File: config.mk
export PLATFORM = sky130hd
export DESIGN_NAME = bucket_walker
export DESIGN_NICKNAME = d
export VERILOG_FILES = /design/src/rtl/bwalk_pkg.sv /design/src/rtl/bwalk_dp.sv /design/src/rtl/bwalk_ctrl.sv /design/src/rtl/bucket_walker.sv
export SDC_FILE = /design/constraint.sdc
export NUM_CORES = 1
export LEC_CHECK = 0
export CAP_MARGIN = 10
export CORE_UTILIZATION = 25
export CTS_CLUSTER_DIAMETER = 30
export CTS_CLUSTER_SIZE = 25
export DETAILED_ROUTE_END_ITERATION = 8
export DONT_BUFFER_PORTS = 1
export PLACE_DENSITY = 0.45
export SLEW_MARGIN = 30
export SYNTH_ARGS = -nofsm -noshare
export SYNTH_HDL_FRONTEND = slang
export SYNTH_HIERARCHICAL = 1
export SYNTH_SLANG_ARGS = --single-unit
export TNS_END_PERCENT = 100
File: constraint.sdc
create_clock -name clk -period 7.75 [get_ports clk]
set_input_delay 2.325 -clock clk [delete_from_list [all_inputs] [get_ports clk]]
set_output_delay 2.325 -clock clk [all_outputs]
set_load 0.005 [all_outputs]
File: src/rtl/bwalk_pkg.sv
package bwalk_pkg;

  // Byte offsets inside a node and inside the bucket header
  localparam int unsigned HDR_NODE_OFS = 8;
  localparam int unsigned NEXT_OFS     = 8;
  localparam int unsigned PAY_OFS      = 16;

  typedef enum logic [2:0] {
    SEL_HDR,
    SEL_KEY,
    SEL_ROW,
    SEL_NEXT,
    SEL_PAY
  } addrSel_e;

  typedef struct packed {
    logic     loadEntry;
    logic     enterHdr;
    logic     followNext;
    logic     capRow;
    logic     capPay;
    logic     loadOut;
    addrSel_e addrSel;
  } ctrlStrobe_t;

endpackage

File: src/rtl/bwalk_dp.sv
module bwalk_dp
  import bwalk_pkg::*;
#(
  parameter int unsigned ADDR_W = 32,
  parameter int unsigned DATA_W = 64,
  parameter int unsigned TAG_W  = 8,
  parameter int unsigned CNT_W  = 16
) (
  input  logic              clk,
  input  logic              rstN,
  input  ctrlStrobe_t       strb,
  input  logic [DATA_W-1:0] inKey,
  input  logic [ADDR_W-1:0] inBucket,
  input  logic [TAG_W-1:0]  inTag,
  input  logic [DATA_W-1:0] memRspData,
  input  logic              outReady,
  output logic [ADDR_W-1:0] memReqAddr,
  output logic              outValid,
  output logic [TAG_W-1:0]  outTag,
  output logic [DATA_W-1:0] outPayload,
  output logic              stKeyMatch,
  output logic              stCountZero,
  output logic              stNextNull,
  output logic              stOutFree
);

  localparam logic [ADDR_W-1:0] HDR_A  = ADDR_W'(HDR_NODE_OFS);
  localparam logic [ADDR_W-1:0] NEXT_A = ADDR_W'(NEXT_OFS);
  localparam logic [ADDR_W-1:0] PAY_A  = ADDR_W'(PAY_OFS);

  logic [DATA_W-1:0] probeKey;
  logic [TAG_W-1:0]  probeTag;
  logic [ADDR_W-1:0] bucketAddr;
  logic [ADDR_W-1:0] nodePtr;
  logic [ADDR_W-1:0] rowPtr;
  logic [DATA_W-1:0] payHold;

  always_ff @(posedge clk) begin
    if (!rstN) begin
      probeKey   <= '0;
      probeTag   <= '0;
      bucketAddr <= '0;
      nodePtr    <= '0;
      rowPtr     <= '0;
      payHold    <= '0;
    end else begin
      if (strb.loadEntry) begin
        probeKey   <= inKey;
        probeTag   <= inTag;
        bucketAddr <= inBucket;
      end
      if (strb.enterHdr) begin
        nodePtr <= bucketAddr + HDR_A;
      end else if (strb.followNext) begin
        nodePtr <= memRspData[ADDR_W-1:0];
      end
      if (strb.capRow) begin
        rowPtr <= memRspData[ADDR_W-1:0];
      end
      if (strb.capPay) begin
        payHold <= memRspData;
      end
    end
  end

  // Output record register: a new load wins over a same-edge handshake
  always_ff @(posedge clk) begin
    if (!rstN) begin
      outValid   <= 1'b0;
      outTag     <= '0;
      outPayload <= '0;
    end else if (strb.loadOut) begin
      outValid   <= 1'b1;
      outTag     <= probeTag;
      outPayload <= payHold;
    end else if (outReady) begin
      outValid <= 1'b0;
    end
  end

  always_comb begin
    unique case (strb.addrSel)
      SEL_HDR:  memReqAddr = bucketAddr;
      SEL_KEY:  memReqAddr = nodePtr;
      SEL_ROW:  memReqAddr = rowPtr;
      SEL_NEXT: memReqAddr = nodePtr + NEXT_A;
      SEL_PAY:  memReqAddr = nodePtr + PAY_A;
      default:  memReqAddr = bucketAddr;
    endcase
  end

  assign stKeyMatch  = (memRspData == probeKey);
  assign stCountZero = (memRspData[CNT_W-1:0] == '0);
  assign stNextNull  = (memRspData == '0);
  assign stOutFree   = !outValid || outReady;

endmodule

File: src/rtl/bwalk_ctrl.sv
module bwalk_ctrl
  import bwalk_pkg::*;
(
  input  logic        clk,
  input  logic        rstN,
  input  logic        inValid,
  input  logic        cfgKeyPtr,
  input  logic        memReqReady,
  input  logic        memRspValid,
  input  logic        stKeyMatch,
  input  logic        stCountZero,
  input  logic        stNextNull,
  input  logic        stOutFree,
  output logic        inReady,
  output logic        idle,
  output logic        memReqValid,
  output ctrlStrobe_t strb
);

  typedef enum logic [3:0] {
    S_IDLE,
    S_HDR_REQ,
    S_HDR_WAIT,
    S_KEY_REQ,
    S_KEY_WAIT,
    S_ROW_REQ,
    S_ROW_WAIT,
    S_PAY_REQ,
    S_PAY_WAIT,
    S_EMIT,
    S_NEXT_REQ,
    S_NEXT_WAIT,
    S_DRAIN
  } walkState_e;

  walkState_e state, nxt;
  logic       keyPtrMode;

  always_ff @(posedge clk) begin
    if (!rstN) begin
      state      <= S_IDLE;
      keyPtrMode <= 1'b0;
    end else begin
      state <= nxt;
      if (strb.loadEntry) begin
        keyPtrMode <= cfgKeyPtr;
      end
    end
  end

  always_comb begin
    nxt          = state;
    strb         = '0;
    strb.addrSel = SEL_HDR;
    memReqValid  = 1'b0;
    unique case (state)
      S_IDLE: begin
        if (inValid) begin
          strb.loadEntry = 1'b1;
          nxt            = S_HDR_REQ;
        end
      end
      S_HDR_REQ: begin
        memReqValid  = 1'b1;
        strb.addrSel = SEL_HDR;
        if (memReqReady) nxt = S_HDR_WAIT;
      end
      S_HDR_WAIT: begin
        if (memRspValid) begin
          if (stCountZero) begin
            nxt = S_IDLE;
          end else begin
            strb.enterHdr = 1'b1;
            nxt           = S_KEY_REQ;
          end
        end
      end
      S_KEY_REQ: begin
        memReqValid  = 1'b1;
        strb.addrSel = SEL_KEY;
        if (memReqReady) nxt = S_KEY_WAIT;
      end
      S_KEY_WAIT: begin
        if (memRspValid) begin
          if (keyPtrMode) begin
            strb.capRow = 1'b1;
            nxt         = S_ROW_REQ;
          end else if (stKeyMatch) begin
            nxt = S_PAY_REQ;
          end else begin
            nxt = S_NEXT_REQ;
          end
        end
      end
      S_ROW_REQ: begin
        memReqValid  = 1'b1;
        strb.addrSel = SEL_ROW;
        if (memReqReady) nxt = S_ROW_WAIT;
      end
      S_ROW_WAIT: begin
        if (memRspValid) begin
          nxt = stKeyMatch ? S_PAY_REQ : S_NEXT_REQ;
        end
      end
      S_PAY_REQ: begin
        memReqValid  = 1'b1;
        strb.addrSel = SEL_PAY;
        if (memReqReady) nxt = S_PAY_WAIT;
      end
      S_PAY_WAIT: begin
        if (memRspValid) begin
          strb.capPay = 1'b1;
          nxt         = S_EMIT;
        end
      end
      S_EMIT: begin
        if (stOutFree) begin
          strb.loadOut = 1'b1;
          nxt          = S_NEXT_REQ;
        end
      end
      S_NEXT_REQ: begin
        memReqValid  = 1'b1;
        strb.addrSel = SEL_NEXT;
        if (memReqReady) nxt = S_NEXT_WAIT;
      end
      S_NEXT_WAIT: begin
        if (memRspValid) begin
          if (stNextNull) begin
            nxt = S_DRAIN;
          end else begin
            strb.followNext = 1'b1;
            nxt             = S_KEY_REQ;
          end
        end
      end
      S_DRAIN: begin
        if (stOutFree) nxt = S_IDLE;
      end
      default: nxt = S_IDLE;
    endcase
  end

  assign idle    = (state == S_IDLE);
  assign inReady = idle;

endmodule

File: src/rtl/bucket_walker.sv
module bucket_walker
  import bwalk_pkg::*;
#(
  parameter int unsigned ADDR_W = 32,
  parameter int unsigned DATA_W = 64,
  parameter int unsigned TAG_W  = 8,
  parameter int unsigned CNT_W  = 16
) (
  input  logic              clk,
  input  logic              rstN,
  input  logic              cfgKeyPtr,
  input  logic              inValid,
  output logic              inReady,
  input  logic [DATA_W-1:0] inKey,
  input  logic [ADDR_W-1:0] inBucket,
  input  logic [TAG_W-1:0]  inTag,
  output logic              idle,
  output logic              memReqValid,
  input  logic              memReqReady,
  output logic [ADDR_W-1:0] memReqAddr,
  input  logic              memRspValid,
  input  logic [DATA_W-1:0] memRspData,
  output logic              outValid,
  input  logic              outReady,
  output logic [TAG_W-1:0]  outTag,
  output logic [DATA_W-1:0] outPayload
);

  ctrlStrobe_t strb;
  logic        stKeyMatch;
  logic        stCountZero;
  logic        stNextNull;
  logic        stOutFree;

  bwalk_ctrl u_ctrl (
    .clk         (clk),
    .rstN        (rstN),
    .inValid     (inValid),
    .cfgKeyPtr   (cfgKeyPtr),
    .memReqReady (memReqReady),
    .memRspValid (memRspValid),
    .stKeyMatch  (stKeyMatch),
    .stCountZero (stCountZero),
    .stNextNull  (stNextNull),
    .stOutFree   (stOutFree),
    .inReady     (inReady),
    .idle        (idle),
    .memReqValid (memReqValid),
    .strb        (strb)
  );

  bwalk_dp #(
    .ADDR_W (ADDR_W),
    .DATA_W (DATA_W),
    .TAG_W  (TAG_W),
    .CNT_W  (CNT_W)
  ) u_dp (
    .clk         (clk),
    .rstN        (rstN),
    .strb        (strb),
    .inKey       (inKey),
    .inBucket    (inBucket),
    .inTag       (inTag),
    .memRspData  (memRspData),
    .outReady    (outReady),
    .memReqAddr  (memReqAddr),
    .outValid    (outValid),
    .outTag      (outTag),
    .outPayload  (outPayload),
    .stKeyMatch  (stKeyMatch),
    .stCountZero (stCountZero),
    .stNextNull  (stNextNull),
    .stOutFree   (stOutFree)
  );

endmodule

# Word level (Yosys, flattened, before mapping)
# Index checks and enable logic that the tools add are counted.
# word_totals
register_bits	310
input_bits	175
output_inout_bits	108
elab_cells	93
# op_classes
add_sub_neg	3
eq_ne	30
muxes	40
n_reduce_logical	9
# op_table
op	count
32-bit one-hot mux with 4 select lines	1
32-bit by 4-bit adder with 32-bit output, second input constant	2
64-bit equality test	1
64-bit logical NOT	1
32-bit 2-to-1 mux	2
4-bit 2-to-1 mux	16
4-bit one-hot mux with 13 select lines	1
32-bit by 5-bit adder with 32-bit output, second input constant	1
2-bit inequality test, second input constant	13
4-bit equality test, second input constant	5
1-bit 2-to-1 mux	18
4-bit by 3-bit equality test with 1-bit output, second input constant	4
16-bit logical NOT	1
13-bit AND reduction	1
3-bit one-hot mux with 4 select lines	1
4-bit by 2-bit equality test with 1-bit output, second input constant	2
3-bit by 2-bit equality test with 1-bit output, second input constant	2
5-bit OR reduction	1
4-bit by 1-bit equality test with 1-bit output, second input constant	1
4-bit logical NOT	1
2-bit nonzero test	2
3-bit by 1-bit equality test with 1-bit output, second input constant	1
3-bit equality test, second input constant	1
2-bit 2-to-1 mux	1
other kinds (2)	2

# Logic depth before layout (Yosys ltp)
# logic_depth
depth_word	6
mapped_depth	11
depth_no_buf	9

# Cells and area by module
# Netlist, hierarchy kept.
# by_module_without_submodules
mod	instances	cells_per_inst	area_each_um2	seq_area_each_um2
bwalk_dp	1	1514	13955.9	6105.9
bwalk_ctrl	1	80	565.5	100.1

# Worst setup path before layout
# OpenSTA, ideal clock, no wires.
# synth_path
path_type	reg-to-output
from	register u_ctrl.state[2]
to	output port memReqAddr[27]
t_arrival_ps	2654
required_time_ps	5425
setup_slack_ps	2771
path_stages_with_launch	10
path_buffers	2
path_cell_list	dfxtp_1 -> clkbuf_1 -> nand2b_1 -> o31ai_1 -> clkbuf_1 -> nand4b_1 -> a211oi_1 -> nand2_1 -> o31a_1 -> a21oi_1
# synth_rtl
item	line_no	source
from (decl)	bwalk_ctrl.sv:36	walkState_e state, nxt;
from (signal assigned)	bwalk_ctrl.sv:44	state <= nxt;
to (decl)	bucket_walker.sv:20	output logic [ADDR_W-1:0] memReqAddr,

==> qor.txt <==
status: completed
placed cells: 2253
post-synthesis sequential element count: 310
Final Setup Violations: 0
number of global-route vias before repair: 11700
RSZ-0062 raised after global routing: no
worst-skew pair later-pin latency: 630 ps
Die Ht: 243 um
Startpoint Class: flop
hpwl dp: 40500 um
Post-CTS Setup Bufs: 0
switching pwr: 2060 uW
cell accounting for the most synthesized area: dfxtp_1
Detailed Routing Iterations Pass 1: 5
Hold Crit Endpoint: u_dp/outPayload[9]
RR Startpoint: u_ctrl/state[3]
Synth area leaders: dfxtp_1, mux2i_1, nor2_1
via count: 12000
Syn-to-layout area delta: 26.0%
Synth async-reset ratio: 0%
final hold vios: 0
number of synthesized flops with an enable pin: 0
initial antenna violation count: 3
clock sink count: 310
H-tree depth: 3
initial core utilization: 25.5%
sequential fraction of the synthesis area: 42.7%
Port Buffers: 0
Synth Warn #: 6
metal1 wirelength: 25000 um
Detail Route Antenna Nets: 0
clock-pin slew of the registers on the worst-case setup and hold paths: 50 ps
proportion of layout cells with a drive suffix above 1: 12.4%
Hold Path Depth: 2
WL/cell: 23.7 um
cts bufs inserted: 88
WS Path Type: flop to output port
Max Cap Viol: 0
Iteration-0 DRC Markers: 840
met3 routed WL: 4710 um
critical path peak fanout: 25
GPL Wtd Cong: 0.924
Post-Route WL: 57200 um
reg2reg end: u_dp/outPayload[3]
Cell Int Power: 4790 uW
sequential share of power: 29.8%
die width: 243 um
Clk pwr share: 53.2%
Final nets: 1765
final global-route overflow total: 0
Post-Syn Instances: 1594
Final period util: 85.1%
via/cell ratio: 4.96
largest net degree at the start of global routing: 142
pwr/cell area: 375 nW/um^2
CP Capture Type: output port
Yosys cell types: 73
hold wc startpoint: u_dp/payHold[9]
design area: 18300 sq um
clk_skew: 34.3 ps
critical path arrival: 4270 ps
area share of the largest cell type after synthesis: 42.7%
Mapped Nets: 1772
Main synth FF type: dfxtp_1
cell area after synthesis: 14500 sq um
Slew Limit Fails: 0
top routing layer used: met5
core box area: 56900 sq um
cts repair resizes: 0
# IOs: 283
static leakage: 0.00657 uW
Hold Crit Class: flop to flop
Peak Freq: 152 MHz
placed cell areas: 15200 sq um
clock buffer depth: 3
DRC: 0
switch share: 30.1%
Mean Syn Cell Area: 9.11 sq um
Rows: 87
count leader, synth: nor2_1
Root Driver: clkbuf_16
slew margin rel.: 30.4%
R2R setup slack: 4710 ps
Non-Filler Instances: 2416
CTS tree: built
Comb pwr share: 17.0%
Post-Route Setup TNS: 0 ps
Total GRT Usage: 19.0%
first-pass GRT wire length: 82700 um
min cycle time layout: 6590 ps
post-cts hold buffer count: 0
met2 routed WL: 26400 um
Worst EP required: 5430 ps
top post-synthesis cells by count: nor2_1, dfxtp_1, mux2i_1
measured slew at the worst slew-check pin: 1040 ps
die area: 59100 sq um
maximum vdd drop: 0.156 mV
R2R depth: 5
[placed cells by master, fill, tap and decap left out, types with 22 or more instances in the layout]
cell / Yosys / final
xor2_1: 78 / 78
dfxtp_1: 310 / 310
nand4_1: 26 / 26
a211oi_1: 22 / 22
nand3_1: 25 / 25
mux2i_1: 281 / 281
o21ai_0: 53 / 53
a21oi_1: 43 / 42
nor2_1: 320 / 319
clkbuf_16: 0 / 90
nor4_1: 41 / 37
nand2_1: 55 / 55
[power groups by stage]
stage	clock (uW)	sequential [uW]	combinational, uW
final	3640	2040	1170
after global routing	3810	2070	1280
after CTS	3710	2030	1170
after detailed placement	0	2060	1160
after global placement	0	2050	1150
after floorplan	0	1920	955
[metrics by stage]
step / util (%) / hold WS, ps / setup slack (ps) / total power, uW
after detailed placement: 26.7 / 480 / 1920 / 3220
after global routing: 32.1 / 496 / 909 / 7150
after CTS: 32.1 / 483 / 1230 / 6910
after global placement: 26.7 / 471 / 1650 / 3200
final: 32.1 / 484 / 1160 / 6850
after floorplan: - / 460 / 2770 / 2870
[logic make-up after synthesis]
family                   count (synthesis)  synth area share, %
AO/OA/AOI/OAI                          208                 9.47
XOR/XNOR                                92                 5.55
adder cells (fa/ha/maj)                  3                0.259
buffers and inverters                  126                 3.52
flip-flops                             310                 42.7
multiplexers                           297                 20.6
AND/OR/NAND/NOR                        558                 17.9
[area by class of cell]
| cell class | instances | area, sq um |
|---|---|---|
| inverter | 13 | 56.3 |
| clock buffer | 113 | 2470 |
| sequential | 310 | 6210 |
| antenna | 2 | 5.00 |
| timing repair buffer | 16 | 136 |
| fill | 5875 | 38600 |
| clock inverter | 48 | 588 |
| multi-input combinational | 1158 | 7890 |
| tap | 756 | 946 |
[sequential cells by signal, summed over array words and instances, names as in the netlist]
register and count:
u_dp/outPayload 64, u_dp/payHold 64, u_dp/probeKey 64, u_dp/bucketAddr 32, u_dp/nodePtr 32, u_dp/rowPtr 32, u_dp/outTag 8, u_dp/probeTag 8
u_ctrl/state 4, u_ctrl/keyPtrMode 1, u_dp/outValid 1
[how the worst max path moves through the flow]
stage | depth (start not counted) | from | end
after floorplan | 9 | u_ctrl/state[2] | memReqAddr[27]
after global placement | 7 | u_ctrl/state[0] | memReqAddr[15]
after detailed placement | 7 | u_ctrl/state[1] | memReqAddr[15]
after CTS | 7 | u_ctrl/state[1] | memReqAddr[15]
after global routing | 7 | u_ctrl/state[1] | memReqAddr[15]
final | 7 | u_ctrl/state[1] | memReqAddr[26]
[routing by layer]
metal  GRT usage (%)  up-vias
met5               0        -
met3            6.05       68
li1                -     5676
met4            6.92        2
met2            30.1      425
met1            24.1     5823
[worst max-delay path: stages (launching register included)]
cell and delay, ps:
dfxtp_1 740, nor2b_1 270, and2_1 720, nor2b_1 640, nor2_1 390, a2bb2oi_1 220, a32o_1 260, o32a_1 400
(Power assumes the default switching activity.)
